## src/rtl/nbl_pkg.sv

```systemverilog
// Shared types for the flow-through SRAM model.
package nbl_pkg;
    // Operation held between edges.
    typedef enum logic [1:0] {
        OP_IDLE  = 2'd0,
        OP_READ  = 2'd1,
        OP_WRITE = 2'd2
    } nbl_op_e;
endpackage

```

## src/rtl/nbl_ctrl.sv

```systemverilog
// Command decoder and address/burst register.
// Registers the operation, the address and the byte mask on each active edge.
// An active edge is one with the clock enabled and the block awake.
// Assumes AW is greater than BURST_BITS.
module nbl_ctrl
    import nbl_pkg::*;
#(
    parameter int AW         = 4,
    parameter int NB         = 2,
    parameter int BURST_BITS = 2
) (
    input  logic          clk,
    input  logic          rst_n,
    input  logic          cs1_n,
    input  logic          cs2,
    input  logic          cs3_n,
    input  logic          adv_ld,
    input  logic          we_n,
    input  logic [NB-1:0] bw_n,
    input  logic          cke_n,
    input  logic          sleep,
    input  logic [AW-1:0] addr,
    output nbl_op_e       op_q,
    output logic [AW-1:0] addr_q,
    output logic [NB-1:0] mask_q,
    output logic          wr_fire
);
    localparam int UPPER = AW - BURST_BITS;

    logic          edge_en;
    logic          selected;
    logic [AW-1:0] addr_next;

    // An edge counts only when the clock is enabled and the block is awake.
    assign edge_en  = !cke_n && !sleep;
    assign selected = !cs1_n && cs2 && !cs3_n;
    // Store the write data of the previous write edge on this active edge.
    assign wr_fire  = edge_en && (op_q == OP_WRITE);

    // Advance only the low burst bits; the upper bits pass through unchanged.
    always_comb begin
        addr_next = addr_q;
        addr_next[BURST_BITS-1:0] = addr_q[BURST_BITS-1:0] + 1'b1;
    end

    // Register the operation, the address and the byte mask.
    always_ff @(posedge clk) begin
        if (!rst_n) begin
            op_q   <= OP_IDLE;
            addr_q <= '0;
            mask_q <= '0;
        end else if (edge_en) begin
            if (!adv_ld) begin
                addr_q <= addr;
                if (!selected) begin
                    op_q   <= OP_IDLE;
                    mask_q <= '0;
                end else if (we_n) begin
                    op_q   <= OP_READ;
                    mask_q <= '0;
                end else begin
                    op_q   <= OP_WRITE;
                    mask_q <= ~bw_n;
                end
            end else begin
                addr_q <= addr_next;
            end
        end
    end

    // The upper width is used only to state the assumption about AW.
    logic unused_upper;
    assign unused_upper = (UPPER > 0) ? 1'b0 : 1'b1;
endmodule

```

## src/rtl/nbl_array.sv

```systemverilog
// Byte-writable storage array.
// Read is combinational from the read address; a write updates the enabled
// bytes at the write address on the rising edge. Contents are not reset.
module nbl_array #(
    parameter int AW = 4,
    parameter int NB = 2
) (
    input  logic            clk,
    input  logic            wr_en,
    input  logic [NB-1:0]   wr_mask,
    input  logic [AW-1:0]   wr_addr,
    input  logic [8*NB-1:0] wr_data,
    input  logic [AW-1:0]   rd_addr,
    output logic [8*NB-1:0] rd_data
);
    localparam int DEPTH = 1 << AW;
    localparam int DW    = 8 * NB;

    logic [DW-1:0] mem [DEPTH];

    // Write each enabled byte lane.
    always_ff @(posedge clk) begin
        if (wr_en) begin
            for (int b = 0; b < NB; b++) begin
                if (wr_mask[b]) mem[wr_addr][8*b +: 8] <= wr_data[8*b +: 8];
            end
        end
    end

    // Flow-through read.
    assign rd_data = mem[rd_addr];
endmodule

```

## src/rtl/nbl_outdrv.sv

```systemverilog
// Output-bus gating.
// Drives read data only for a read with the output enable active and the block
// awake. Writes, idle cycles and sleep leave the bus released.
module nbl_outdrv
    import nbl_pkg::*;
#(
    parameter int DW = 16
) (
    input  nbl_op_e         op,
    input  logic            oe_n,
    input  logic            sleep,
    input  logic [DW-1:0]   rd_data,
    output logic [DW-1:0]   q,
    output logic            q_drive
);
    // Combinational drive decision; oe_n is not registered.
    always_comb begin
        q_drive = (op == OP_READ) && !oe_n && !sleep;
        q       = q_drive ? rd_data : '0;
    end
endmodule

```

## src/rtl/nbl_sram.sv

```systemverilog
// Top of the flow-through SRAM model.
// Connects the decoder, the array and the output gating.
// The tri-state bus is modelled as a separate input word, output word and
// drive flag.
module nbl_sram
    import nbl_pkg::*;
#(
    parameter int AW = 4,
    parameter int NB = 2
) (
    input  logic            clk,
    input  logic            rst_n,
    input  logic            cs1_n,
    input  logic            cs2,
    input  logic            cs3_n,
    input  logic            adv_ld,
    input  logic            we_n,
    input  logic [NB-1:0]   bw_n,
    input  logic            cke_n,
    input  logic            sleep,
    input  logic            oe_n,
    input  logic [AW-1:0]   addr,
    input  logic [8*NB-1:0] din,
    output logic [8*NB-1:0] q,
    output logic            q_drive
);
    localparam int DW = 8 * NB;

    nbl_op_e       op_q;
    logic [AW-1:0] addr_q;
    logic [NB-1:0] mask_q;
    logic          wr_fire;
    logic [DW-1:0] rd_data;

    nbl_ctrl #(.AW(AW), .NB(NB), .BURST_BITS(2)) u_ctrl (
        .clk(clk), .rst_n(rst_n), .cs1_n(cs1_n), .cs2(cs2), .cs3_n(cs3_n),
        .adv_ld(adv_ld), .we_n(we_n), .bw_n(bw_n), .cke_n(cke_n),
        .sleep(sleep), .addr(addr), .op_q(op_q), .addr_q(addr_q),
        .mask_q(mask_q), .wr_fire(wr_fire)
    );

    nbl_array #(.AW(AW), .NB(NB)) u_array (
        .clk(clk), .wr_en(wr_fire), .wr_mask(mask_q), .wr_addr(addr_q),
        .wr_data(din), .rd_addr(addr_q), .rd_data(rd_data)
    );

    nbl_outdrv #(.DW(DW)) u_outdrv (
        .op(op_q), .oe_n(oe_n), .sleep(sleep), .rd_data(rd_data),
        .q(q), .q_drive(q_drive)
    );
endmodule

```

## config.mk

```make
export PLATFORM = sky130hd
export DESIGN_NAME = nbl_sram
export DESIGN_NICKNAME = d
export VERILOG_FILES = /design/src/rtl/nbl_pkg.sv /design/src/rtl/nbl_ctrl.sv /design/src/rtl/nbl_array.sv /design/src/rtl/nbl_outdrv.sv /design/src/rtl/nbl_sram.sv
export SDC_FILE = /design/constraint.sdc
export NUM_CORES = 1
export LEC_CHECK = 0
export BUFFER_PORTS_ARGS = -buffer_cell sky130_fd_sc_hd__buf_2
export CAP_MARGIN = 20
export CORE_ASPECT_RATIO = 0.9
export CORE_UTILIZATION = 60
export CTS_CLUSTER_SIZE = 40
export DETAILED_ROUTE_END_ITERATION = 10
export GPL_TIMING_DRIVEN = 0
export PLACE_DENSITY = 0.78
export SYNTH_ARGS = -nofsm -noshare
export SYNTH_HDL_FRONTEND = slang
export SYNTH_SLANG_ARGS = --single-unit
export TNS_END_PERCENT = 10
```

## constraint.sdc

```tcl
create_clock -name clk -period 2.2 [get_ports clk]
set_input_delay 0.33 -clock clk [delete_from_list [all_inputs] [get_ports clk]]
set_output_delay 0.33 -clock clk [all_outputs]
set_load 0.03 [all_outputs]
```

==> summary.md <==
| Metric | Value |
|---|---|
| Outcome | finished with violations |
| Failing checks | setup timing |
| Worst path max stage delay | 510 ps |
| Hold path endpoint | u_ctrl.addr_q[2] |
| Multi-input gate area | 0.00266 mm^2 |
| Crit path buffers/inverters | 3 |
| ANT cells | 0 |
| Share of layout cells above drive strength 1 | 39.9% |
| Cell repeated most along the worst path | buf_12 |
| Total core area | 0.0168 mm^2 |
| Non-filler cells, final | 838 |
| Worst path cell trace | buf_12, buf_12, mux4_2, nand3_1, nand4_1, buf_6 |
| Hold Path Origin | addr[2] |
| Placer Congestion | 1.06 |
| Crit Path Category | flop to output port |
| GR Overflow Total | 0 |
| Achievable Freq | 379 MHz |
| Hold_buf cts | 0 |
| Fillcell total | 854 |
| Width of the die | about 140 um |
| Drc violations | 0 |
| Critical Path AT | between 2000 and 2500 ps |
| Final slew viol count | 0 |
| Insertion delay of the later-clocked pin in the worst-skew pair | 520 ps |
| Setup TNS | -16080 ps |
| # H-tree levels | 1 |
| Post-route setup slack | -439 ps |
| R2r worst-path depth | 3 |
| Crit-path max FO | 10 |
| Reg clk slew, reported paths | 60 ps |
| CTS tree | done |
| CTS sink cnt | 264 |
| Asr flop ratio synth | 0% |
| Crit. End Element | output port |
| Number of synthesized register bits | 264 |
| Area delta synth->final | 19.6% |
| Total global-route track usage | 27.3% |
| Post-synthesis cell count | 525 |
| WL per Instance | 30.3 um |
| CTS Root Cell | clkbuf_16 |
| Die Span Y | about 130 um |
| RSZ-0062 raised after global routing | true |
| Final setup viols | roughly 130 |
| RR Startpoint | u_ctrl.op_q[1] |
| Placed insts | 784 |
| DR vias | 5906 |
| Number of global-route vias before repair | 5619 |
| Syn Area/Cell | roughly 20 um^2 |
| Worst VDD drop | 652 uV |
| First-pass GRT wire length | around 35000 um |
| Max Cap Viol | 0 |
| Crit share post-route | 120% |
| Slew margin rel. | 35.6% |
| Final Hold Viols | 0 |
| Yosys warns | 0 |
| Sequential area share after synthesis | between 70% and 80% |
| EDFF count, synth | around 260 |
| Fin Clk Skew | 12.0 ps |
| Port buffer count | 48 |
| HPWL after DPL | 14500 um |
| Net Count, Synth | 561 |
| Worst Tran Pin Value | 966 ps |
| Reg2reg end | u_array.mem[11][9] |
| First-pass iteration count of the detailed router | 5 |
| Crit-path leading delay family | buffers and inverters |
| Hold crit path type | primary input to flop |
| Startpoint types | flop |
| I/O Pins | 49 |
| Max Root-Sink Buffers | 3 |
| Synth cell types | 32 |
| Pwr dens | 809 mW/mm^2 |
| Die area | 0.0177 mm^2 |
| Final net count | 649 |
| Crit path required time | 1870 ps |
| Area taken by flip-flops and latches | 0.00785 mm^2 |
| Flop-to-flop setup slack | -220 ps |
| Worst hold path cell count | 3 |
| Std-Cell Rows | 45 |
| Initial core utilization | 61.4% |
| Crit-path slowest cell | mux4_2 |
| Post-synthesis cell area | just over 0.01 mm^2 |
| Inserted Clock Buffers | 25 |
| Routed Antenna Nets | 0 |
| DR iter-0 viols | 879 |
| P_leak | 3.85 nW |
| Final worst path period need | around 2600 ps |
| Largest net degree at the start of global routing | 17 |
| DR vias/cell | 7.05 |
| Antenna violations before repair | 0 |
| Total Routed Length | 25400 um |
| Synth Flop Type | edfxtp_1 |
[routing by layer]
layer / global-route usage, % / part of all wire, %
met5: 0 / 0
met4: 7.82 / 3.7
met3: 4.19 / 10
met2: 43.7 / 48
met1: 40.1 / 38
[logic make-up after synthesis]
kind of cell / after synthesis / share of synthesized area (%)
flops: 264 / 76.0
simple gates: 142 / 6.93
mux: 68 / 14.3
buf+inv: 38 / 1.61
compound gates: 9 / 0.666
fa+ha+maj: 4 / 0.485
[how the worst max path moves through the flow]
stage	from	endpoint	slack (ps)	depth (start not counted)
after floorplan	u_ctrl.addr_q[0]	q[0]	100	5
after global placement	u_ctrl.addr_q[1]	u_array.mem[0][1]	-430	6
after detailed placement	u_ctrl.addr_q[1]	u_array.mem[1][12]	-490	6
after CTS	u_ctrl.addr_q[0]	q[14]	-370	6
after global routing	u_ctrl.addr_q[0]	q[7]	-500	6
final	u_ctrl.addr_q[0]	q[7]	-440	6
[flip-flops by register name, summed over array words and instances (netlist names)]
register       count
u_ctrl.mask_q      2
u_array.mem      256
u_ctrl.op_q        2
u_ctrl.addr_q      4
[cell usage after synthesis, types with 2 or more instances]
library cell | instances | area [um^2]
nor2_1 | 34 | 128
inv_1 | 5 | 18.8
or3_1 | 2 | 12.5
buf_1 | 8 | 30.0
nand2_1 | 7 | 26.3
mux4_2 | 64 | 1440
dfxtp_1 | 8 | 160
nand3_1 | 70 | 350
nand4_1 | 15 | 93.8
ha_1 | 4 | 50.1
clkbuf_1 | 13 | 48.8
a21boi_1 | 3 | 22.5
buf_2 | 10 | 50.1
nand2b_1 | 2 | 12.5
nor2b_1 | 4 | 25.0
mux2i_1 | 4 | 40.0
edfxtp_1 | 256 | 7690
or4_1 | 2 | 15.0
[power breakdown]
part	leakage, nW	switching (W)	internal [W]	total (W)
registers	2.37	0.00000524	0.00551	0.00552
logic	1.14	0.000315	0.000253	0.000568
clock network	0.351	0.00174	0.00217	0.00391
[worst register-to-register path: cells and delay by family, from the launching register on]
family	cells	cell delay, ps
flip-flops	1	400
AND/OR/NAND/NOR	3	1670
[through the flow]
step	worst slack [ps]	power [W]	hold WS, ps	area, um^2	utilization, %
2_1_floorplan	105	0.00587	429	10300	-
3_3_place_gp	-431	0.00604	458	10800	64.4
3_5_place_dp	-490	0.00606	466	10800	64.4
4_1_cts	-373	0.00991	73.3	12000	71.5
5_1_grt	-497	0.0102	84.8	12400	73.4
6_report	-439	0.00999	81.6	12400	73.4
[final cells by class]
cell class	count	share of cell area [%]
plain buffers	32	2.41
clock buffers	29	5.18
clock inverters	12	0.607
inverters	5	0.152
multi-input cells	223	21.6
flip-flops and latches	264	63.5
well taps	211	2.14
repair buffers	62	4.42
[layout by cell type, fill, tap and decap left out, drive strengths merged]
master	count
nor2	34
a21boi	4
clkbuf	44
buf	79
a211oi	1
o21ai	1
ha	4
mux2i	4
nand2	7
nor4b	2
and2	1
edfxtp	256
nand3	70
nand4	15
nand2b	2
a2111oi	1
clkinv	11
mux4	64
or2	1
dfxtp	8
o211ai	1
or3	3
or4	2
bufinv	1
nor2b	4
inv	5
or3b	1
o211a	1
[what timing repair did]
action / in CTS / in global routing
resized for setup: 131 / 53
cloned: 2 / 1
buffers inserted: 4 / 7
setup endpoints to repair: 274 / 233
pin swaps: 10 / 14
endpoints found under the hold margin: 0 / 0
(Power assumes the default switching activity.)
